$ cat src/rtl/wpc_pkg.sv
`timescale 1ns/1ps
package wpc_pkg;

    typedef enum logic [2:0] {
        PS_RUN     = 3'd0,
        PS_FLUSH   = 3'd1,
        PS_WAITWFI = 3'd2,
        PS_PDREQ   = 3'd3,
        PS_OFF     = 3'd4,
        PS_WAKE    = 3'd5
    } pwr_state_e;

    typedef struct packed {
        logic gated;
        logic rearm;
    } gate_regs_t;

    typedef struct packed {
        pwr_state_e st;
    } pwr_regs_t;

endpackage

$ cat src/rtl/wpc_sync.sv
`timescale 1ns/1ps
module wpc_sync #(
    parameter int WIDTH  = 1,
    parameter int STAGES = 2
) (
    input  logic             clk,
    input  logic             rst_n,
    input  logic [WIDTH-1:0] din_i,
    output logic [WIDTH-1:0] dout_o
);
    logic [STAGES-1:0][WIDTH-1:0] chain_d, chain_q;

    generate
        if (STAGES == 1) begin : g_one
            always_comb chain_d = din_i;
        end else begin : g_many
            always_comb chain_d = {chain_q[STAGES-2:0], din_i};
        end
    endgenerate

    always_ff @(posedge clk or negedge rst_n) begin
        if (!rst_n) chain_q <= '0;
        else        chain_q <= chain_d;
    end

    assign dout_o = chain_q[STAGES-1];
endmodule

$ cat src/rtl/wpc_gate_ctl.sv
`timescale 1ns/1ps
module wpc_gate_ctl
    import wpc_pkg::*;
(
    input  logic clk,
    input  logic rst_n,
    input  logic wfi_s,
    input  logic int_wake_s,
    input  logic traffic_s,
    input  logic dbg_s,
    output logic clk_en_o
);
    gate_regs_t r_d, r_q;

    always_comb begin
        r_d = r_q;
        if (r_q.gated) begin
            if (int_wake_s || traffic_s || !wfi_s) begin
                r_d.gated = 1'b0;
                r_d.rearm = r_q.rearm | traffic_s;
            end
        end else begin
            if (r_q.rearm && !wfi_s) begin
                r_d.rearm = 1'b0;
            end else if (wfi_s && !r_q.rearm && !int_wake_s && !traffic_s) begin
                r_d.gated = 1'b1;
            end
        end
    end

    always_ff @(posedge clk or negedge rst_n) begin
        if (!rst_n) r_q <= '0;
        else        r_q <= r_d;
    end

    assign clk_en_o = !r_q.gated || dbg_s;
endmodule

$ cat src/rtl/wpc_pwr_fsm.sv
`timescale 1ns/1ps
module wpc_pwr_fsm
    import wpc_pkg::*;
(
    input  logic clk,
    input  logic rst_n,
    input  logic wfi_s,
    input  logic wake_s,
    input  logic flush_done_i,
    input  logic off_req_s,
    input  logic off_ack_s,
    input  logic on_req_s,
    input  logic on_ack_s,
    output logic flush_req_o,
    output logic no_op_o
);
    pwr_regs_t r_d, r_q;

    always_comb begin
        r_d = r_q;
        unique case (r_q.st)
            PS_RUN:     if (off_req_s) r_d.st = PS_FLUSH;
            PS_FLUSH: begin
                if (wake_s)            r_d.st = PS_RUN;
                else if (flush_done_i) r_d.st = PS_WAITWFI;
            end
            PS_WAITWFI: begin
                if (wake_s)            r_d.st = PS_RUN;
                else if (wfi_s)        r_d.st = PS_PDREQ;
            end
            PS_PDREQ:   if (off_ack_s) r_d.st = PS_OFF;
            PS_OFF:     if (on_req_s)  r_d.st = PS_WAKE;
            PS_WAKE:    if (on_ack_s)  r_d.st = PS_RUN;
            default:                   r_d.st = PS_RUN;
        endcase
    end

    always_ff @(posedge clk or negedge rst_n) begin
        if (!rst_n) r_q.st <= PS_RUN;
        else        r_q   <= r_d;
    end

    assign flush_req_o = (r_q.st == PS_FLUSH);
    assign no_op_o     = (r_q.st == PS_PDREQ) || (r_q.st == PS_OFF);
endmodule

$ cat src/rtl/wfi_pwr_ctrl.sv
`timescale 1ns/1ps
module wfi_pwr_ctrl #(
    parameter int NUM_RX_CH   = 4,
    parameter int SYNC_STAGES = 2
) (
    input  logic                 clk,
    input  logic                 rst_n,
    input  logic                 core_wfi_i,
    input  logic                 irq_pend_i,
    input  logic                 hart_rst_req_i,
    input  logic                 dbg_halt_i,
    input  logic [NUM_RX_CH-1:0] rx_flit_pend_i,
    input  logic                 flush_done_i,
    input  logic                 pwr_off_req_i,
    input  logic                 pwr_off_ack_i,
    input  logic                 pwr_on_req_i,
    input  logic                 pwr_on_ack_i,
    output logic                 clk_en_o,
    output logic                 flush_req_o,
    output logic                 no_op_o
);
    localparam int NCTL  = 8;
    localparam int NSYNC = NCTL + NUM_RX_CH;

    logic [NSYNC-1:0]     async_in, sync_out;
    logic                 wfi_s, irq_s, hrst_s, dbg_s;
    logic                 off_req_s, off_ack_s, on_req_s, on_ack_s;
    logic [NUM_RX_CH-1:0] flit_s;
    logic                 traffic_s, int_wake_s, wake_s;

    assign async_in = {rx_flit_pend_i, pwr_on_ack_i, pwr_on_req_i, pwr_off_ack_i,
                       pwr_off_req_i, dbg_halt_i, hart_rst_req_i, irq_pend_i, core_wfi_i};

    wpc_sync #(.WIDTH(NSYNC), .STAGES(SYNC_STAGES)) u_sync (
        .clk    (clk),
        .rst_n  (rst_n),
        .din_i  (async_in),
        .dout_o (sync_out)
    );

    assign wfi_s     = sync_out[0];
    assign irq_s     = sync_out[1];
    assign hrst_s    = sync_out[2];
    assign dbg_s     = sync_out[3];
    assign off_req_s = sync_out[4];
    assign off_ack_s = sync_out[5];
    assign on_req_s  = sync_out[6];
    assign on_ack_s  = sync_out[7];
    assign flit_s    = sync_out[NSYNC-1:NCTL];

    assign traffic_s  = |flit_s;
    assign int_wake_s = irq_s | hrst_s;
    assign wake_s     = int_wake_s | traffic_s;

    wpc_gate_ctl u_gate (
        .clk        (clk),
        .rst_n      (rst_n),
        .wfi_s      (wfi_s),
        .int_wake_s (int_wake_s),
        .traffic_s  (traffic_s),
        .dbg_s      (dbg_s),
        .clk_en_o   (clk_en_o)
    );

    wpc_pwr_fsm u_fsm (
        .clk          (clk),
        .rst_n        (rst_n),
        .wfi_s        (wfi_s),
        .wake_s       (wake_s),
        .flush_done_i (flush_done_i),
        .off_req_s    (off_req_s),
        .off_ack_s    (off_ack_s),
        .on_req_s     (on_req_s),
        .on_ack_s     (on_ack_s),
        .flush_req_o  (flush_req_o),
        .no_op_o      (no_op_o)
    );
endmodule

$ cat config.mk
export PLATFORM = sky130hd
export DESIGN_NAME = wfi_pwr_ctrl
export DESIGN_NICKNAME = d
export VERILOG_FILES = /design/src/rtl/wpc_pkg.sv /design/src/rtl/wpc_sync.sv /design/src/rtl/wpc_gate_ctl.sv /design/src/rtl/wpc_pwr_fsm.sv /design/src/rtl/wfi_pwr_ctrl.sv
export SDC_FILE = /design/constraint.sdc
export NUM_CORES = 1
export LEC_CHECK = 0
export BUFFER_PORTS_ARGS = -buffer_cell sky130_fd_sc_hd__buf_4
export CAP_MARGIN = 20
export CORE_UTILIZATION = 55
export DETAILED_ROUTE_END_ITERATION = 6
export GPL_TIMING_DRIVEN = 0
export PLACE_DENSITY_LB_ADDON = 0.3
export SLEW_MARGIN = 25
export SYNTH_ARGS = -nofsm -noshare
export SYNTH_HDL_FRONTEND = slang
export SYNTH_SLANG_ARGS = --single-unit
$ cat constraint.sdc
create_clock -name clk -period 2.3 [get_ports clk]
set_clock_uncertainty 0.15 [all_clocks]
set_input_delay 0.345 -clock clk [delete_from_list [all_inputs] [get_ports clk]]
set_output_delay 0.345 -clock clk [all_outputs]
set_load 0.01 [all_outputs]
After elaboration in Yosys (flattened, before gate mapping)
Index checks and enable logic that the tools add are counted.
{"block": "word_totals", "register_bits": 29, "inputBits": 15, "out_inout_bits": 3, "word_cells": 52}
{"block": "classes", "eq_ne": 12, "muxes": 14, "bitwise": 3, "reduce_logical": 18}
{"cell": "3-bit 2-to-1 mux", "count": 8}
{"cell": "3-bit case mux with 6 select lines", "count": 1}
{"cell": "2-bit != test (second input constant)", "count": 5}
{"cell": "3-bit by 2-bit == test with 1-bit output (second input constant)", "count": 2}
{"cell": "3-bit == test (second input constant)", "count": 2}
{"cell": "3-bit by 2-bit != test with 1-bit output (second input constant)", "count": 2}
{"cell": "6-bit AND reduction", "count": 1}
{"cell": "1-bit logical NOT", "count": 5}
{"cell": "1-bit logical AND", "count": 4}
{"cell": "1-bit logical OR", "count": 4}
{"cell": "2-bit 2-to-1 mux", "count": 2}
{"cell": "4-bit OR reduction", "count": 1}
{"cell": "3-bit by 1-bit == test with 1-bit output (second input constant)", "count": 1}
{"cell": "3-bit logical NOT", "count": 1}
{"cell": "1-bit 2-to-1 mux", "count": 3}
{"cell": "1-bit OR", "count": 3}
{"cell": "2-bit AND reduction", "count": 1}
{"cell": "2-bit nonzero test", "count": 1}

Depth between registers and ports, before layout
{"block": "depth", "depth_word": 7, "ltp_mapped": 4, "depth_no_buf": 3}

Cells and area by module
A second synthesis with hierarchy kept.
{"block": "unflattened", "cells_unflattened": 61, "hier_area_um2": 944.7}
{"module": "wpc_sync", "n_inst": 1, "cells_each": 24, "area_each_um2": 600.6, "seq_area_each_um2": 600.6}
{"module": "wpc_pwr_fsm", "n_inst": 1, "cells_each": 26, "area_each_um2": 230.2, "seq_area_each_um2": 75.1}
{"module": "wpc_gate_ctl", "n_inst": 1, "cells_each": 8, "area_each_um2": 90.1, "seq_area_each_um2": 50.0}
{"module": "wfi_pwr_ctrl", "n_inst": 1, "cells_each": 3, "area_each_um2": 23.8, "seq_area_each_um2": 0.0}

Worst setup path after synthesis
OpenSTA, ideal clock, no wires.
{"block": "synth_timing", "path_type": "register -> output", "startpoint": "register u_fsm.r_q[2] (netlist bit)", "endpoint": "output no_op_o", "t_arrival_ns": 0.931, "required_ns": 1.805, "setup_slack_ns": 0.874, "path_stages_with_launch": 4, "cell_sequence": "dfrtp_1 > buf_2 > nand2b_1 > o21ai_0"}
{"block": "synth_via", "elab_chain_len": 2, "elab_cells_between_ends": 3, "classes_between": "eq/ne (2); reduce/logical (1)"}
{"item": "start, declared", "line": "wpc_pwr_fsm.sv:17", "text": "pwr_regs_t r_d, r_q;"}
{"item": "start signal, assigned", "line": "wpc_pwr_fsm.sv:40", "text": "else r_q <= r_d;"}
{"item": "3-bit by 2-bit == test with 1-bit output or 3-bit == test (tied branches)", "line": "wpc_pwr_fsm.sv:44", "text": "assign no_op_o = (r_q.st == PS_PDREQ) || (r_q.st == PS_OFF);"}
{"item": "1-bit logical OR (*)", "line": "wpc_pwr_fsm.sv:44"}
{"item": "end, declared", "line": "wfi_pwr_ctrl.sv:20", "text": "output logic no_op_o"}
Every way passes the cells marked *; elsewhere a longest branch is shown, timed or not.

Worst setup path after layout
Same ends and word-level chain as after synthesis.

==> results <==
- By area, the combinational part of the netlist is dominated by simple AND/OR/NAND/NOR gates.
- At the later pin of the worst-skew pair, clock insertion delay measures 310 ps.
- The hold path endpoint is u_sync.dout_o[0].
- In this run, the number of DRC markers left after iteration 0 of detailed routing was 19.
- The maximum clock insertion buffer count is 2.
- The net count after synthesis is 75.
- Relative to the synthesized area, the layout overhead comes to 39.0%.
- In this design, the stage delay of the slowest critical-path cell is 360 ps.
- In this run the critical register-to-register path is captured at u_fsm.r_q[0].
- 18 I/O pins were placed.
- The first-pass GRT wire length is 3110 um.
- After clock tree synthesis, the clock-pin slew on the worst setup and hold paths is 90 ps.
- The floorplan step set the die width to 43.1 um.
- After Yosys synthesis, and, or, nand and nor cells account for 9.96% of the synthesized area.
- Registers are responsible for 50.4% of the overall power.
- The number of synthesized flops with an enable pin is 0.
- The share of synthesized cell area in full adder, half adder and majority cells is 0%.
- The largest voltage drop on the vdd net is 0.000561 V.
- The number of global-route vias before repair was 641.
- The count of nets left with antenna violations once routing finished came out at 0.
- Row generation in the floorplan step produced 14 rows.
- The number of warnings printed during yosys synthesis is 0.
- The xor and xnor area share after synthesis is 0%.
- Registers take 726 um^2.
- The completed layout was analyzed and its total power is 0.00113 W.
- The type of element launching the critical path is a flip-flop.
- The switching power share of the total is 23.0%.
- Once the floorplan was initialized, standard cells occupied 60.3% of the core.
- Port buffering added 17 buffers.
- The power per cell area is 874 mW/mm^2.
- For flop-to-flop paths, the worst setup slack is 770 ps.
- Of the cells placed in the final design, the portion with a size suffix greater than 1 is 28.6%.
- The share of the clock period used by the worst path after layout is 79.6%.
- The post-synthesis instance area is 930 um^2.
- In this run, post-CTS hold repair placed 13 buffers.
- Synthesis produced 60 cells.
- The class of the most critical setup path is flip-flop to primary output.
- The worst hold path belongs to the class flip-flop to flip-flop.
- The floorplan step defined a die boundary enclosing 0.00186 mm^2.
- The maximum number of pins on one net before global-route repair is 30.
- The core region is 0.00154 mm^2.
- The largest individual stage delay along the critical path comes from the cell sky130_fd_sc_hd__dfrtp_1.
- Detailed routing inserted a total of 616 vias.
- Combinational cells account for 12.2% of the total power.
- The library cell used most frequently in the layout, excluding fill and tap cells, is sky130_fd_sc_hd__dfrtp_1.
- The number of antenna diodes in the final layout is 0.
- Across every metal layer, demand over resource in global routing totals 26.1%.
- The buffer cell driving the clock tree root is sky130_fd_sc_hd__clkbuf_4.
- The wire-length estimate of the detail-placed layout is 893 um.
- The logic depth of the worst setup path including buffers is 4.
- STA classifies the critical path endpoint as a primary output.
- The CTS tree is done.
- The max-slew violation count is 0.
- Data on the critical path arrives at its endpoint at 1340 ps.
- The number of nets at the end of the flow is 112.
- The critical path goes through buf_2 -> nand2b_1 -> o21ai_0 -> buf_4.
- The post-synthesis compound-gate area fraction is 9.02%.
- After detailed routing, the total wire length is 1890 um.
- For the pin with the worst max-slew slack, the measured transition is 345 ps.
- Counting I/O delays and the setup requirement, the final critical path takes 1830 ps.
- After detailed routing, the number of remaining DRC violations is 0.
- In the synthesized netlist the async set-or-reset flop fraction comes to 100%.
- The top achievable clock speed is 546 MHz.
- The number of cells on the worst reg-to-reg path is 3.
- Setup repair after global routing left no endpoint under its margin.
- The final estimated routing congestion in global placement is 0.693.
- The internal power of the cells totals 0.000870 W.
- The setup total negative slack is 0 ps.
- The hold violation count in the final report was 0.
- The multi-input combinational cells in the finished layout cover a total of 188 um^2.
- Counting the fill cells in the layout gives 81.
- The number of max-cap violations is 0.
- The number of antenna violations at the first check in global routing came to 0.
- CTS saw 29 sinks.
- The flip-flop cell with the highest count after synthesis is sky130_fd_sc_hd__dfrtp_1.
- The detailed-routing iteration count for the pre-antenna-repair pass is 4.
- Data on the critical path is required at its endpoint by 1800 ps.
- After detailed routing, the average wire length per cell comes to 16.6 um.
- The worst hold path begins at u_sync.chain_d[12].
- The die is 43.1 um tall.
- The flow ran to the end, and the final reports show no timing, DRC or antenna violations.
- After global routing the overflow that remains totals 0.
- The total buffers and inverters traversed by the critical path is 2.
- The family of cells with the greatest summed delay on the critical path is flip-flops.
- The part of the Yosys area used for sequential elements is 78.1%.
- The worst pin sits at a relative slew slack of 76.8%.
- The post-synthesis area per instance is 15.5 um^2.
- The worst register-to-register path begins at u_sync.dout_o[11].
- The count of cells resized by post-cts repair is 0.
- The worst hold path passes through 0 cells.
- The H-tree generated during clock tree synthesis spans 2 levels.
- The final-report setup violation count is 0.
- In the routed layout, each cell is associated on average with a via count of 5.40.
- In this run, distinct cell masters in the synthesized netlist total 20.
- The number of clock buffers added by TritonCTS is 5.
- The analysis attributes to cell leakage a power of 0.592 nW.
- The multiplexer share of the synthesized area is 1.21%.
- The post-CTS setup buffer count is 0.
- The synthesized design contains 29 register bits.
- The clock network is responsible for 37.4% of the overall power.
- In the layout the commonest cells are sky130_fd_sc_hd__dfrtp_1 (29), sky130_fd_sc_hd__buf_4 (17), sky130_fd_sc_hd__dlygate4sd3_1 (13), sky130_fd_sc_hd__clkbuf_4 (5), sky130_fd_sc_hd__nand2_1 (4).
- The analysis attributes to net switching a power of 0.000260 W.
- Along the worst path, the maximum fanout reaches 8.
[power by group through the flow]
| stage | clock network [W] | logic, W | registers (W) |
|---|---|---|---|
| after floorplan | 0 | 0.0000613 | 0.000568 |
| after CTS | 0.000430 | 0.000129 | 0.000569 |
| final | 0.000423 | 0.000138 | 0.000569 |
| after global placement | 0 | 0.000108 | 0.000573 |
| after detailed placement | 0 | 0.000110 | 0.000577 |
| after global routing | 0.000469 | 0.000150 | 0.000572 |
[per-stage QoR]
step	utilization (%)	hold slack, ps	cells	area (um^2)	setup slack [ps]
2_1_floorplan	-	-101	60	930	874
3_3_place_gp	69.9	122	93	1080	835
3_5_place_dp	69.9	130	93	1080	816
4_1_cts	83.8	204	114	1290	467
5_1_grt	83.8	215	114	1290	343
6_report	83.8	204	114	1290	468
[layer usage]
| metal | routed length, um | part of all wire (%) | vias up | GRT usage, % |
|---|---|---|---|---|
| met5 | 0 | 0 | - | 0 |
| met4 | 41 | 2.2 | 0 | 12.7 |
| met3 | 108 | 5.7 | 4 | 11.9 |
| met2 | 996 | 53 | 34 | 41.8 |
| met1 | 742 | 39 | 299 | 29.2 |
| li1 | - | - | 279 | - |
[layout make-up]
class	count	area share, %
Sequential cell	29	56.1
Timing Repair Buffer	30	19.9
Multi-Input combinational cell	27	14.5
Clock buffer	7	4.26
Clock inverter	1	2.32
Tap cell	16	1.55
Inverter	3	0.871
Buffer	1	0.387
[flip-flops by register name (all words and copies together) (netlist names)]
name / flops
u_fsm.r_q: 3
u_gate.r_q: 2
u_sync.chain_d: 12
u_sync.dout_o: 12
[cells by family after synthesis]
family / after synthesis
flops: 29
buf+inv: 4
compound gates: 11
simple gates: 15
mux: 1
[worst max path at each step]
stage,startpoint,to
floorplan,u_fsm.r_q[2],no_op_o
global placement,u_fsm.r_q[2],no_op_o
detailed placement,u_sync.dout_o[11],u_fsm.r_q[0]
CTS,u_fsm.r_q[2],no_op_o
global route,u_fsm.r_q[2],no_op_o
finish,u_fsm.r_q[2],no_op_o
[worst register-to-register path, stage by stage (launching register included)]
cell and delay [ps]:
sky130_fd_sc_hd__dfrtp_1 420, sky130_fd_sc_hd__nor4_4 400, sky130_fd_sc_hd__a41oi_1 200, sky130_fd_sc_hd__o32ai_2 260
[synth_stat cells (2+ instances only)]
| cell | instances | share of area [%] |
|---|---|---|
| sky130_fd_sc_hd__nand2b_1 | 2 | 1.3 |
| sky130_fd_sc_hd__nand2_1 | 4 | 1.6 |
| sky130_fd_sc_hd__nor2b_1 | 3 | 2.0 |
| sky130_fd_sc_hd__nor2_1 | 3 | 1.2 |
| sky130_fd_sc_hd__inv_1 | 3 | 1.2 |
| sky130_fd_sc_hd__a21oi_1 | 3 | 1.6 |
| sky130_fd_sc_hd__dfrtp_1 | 29 | 78 |
No activity file was read; power rests on OpenSTA's default activity.
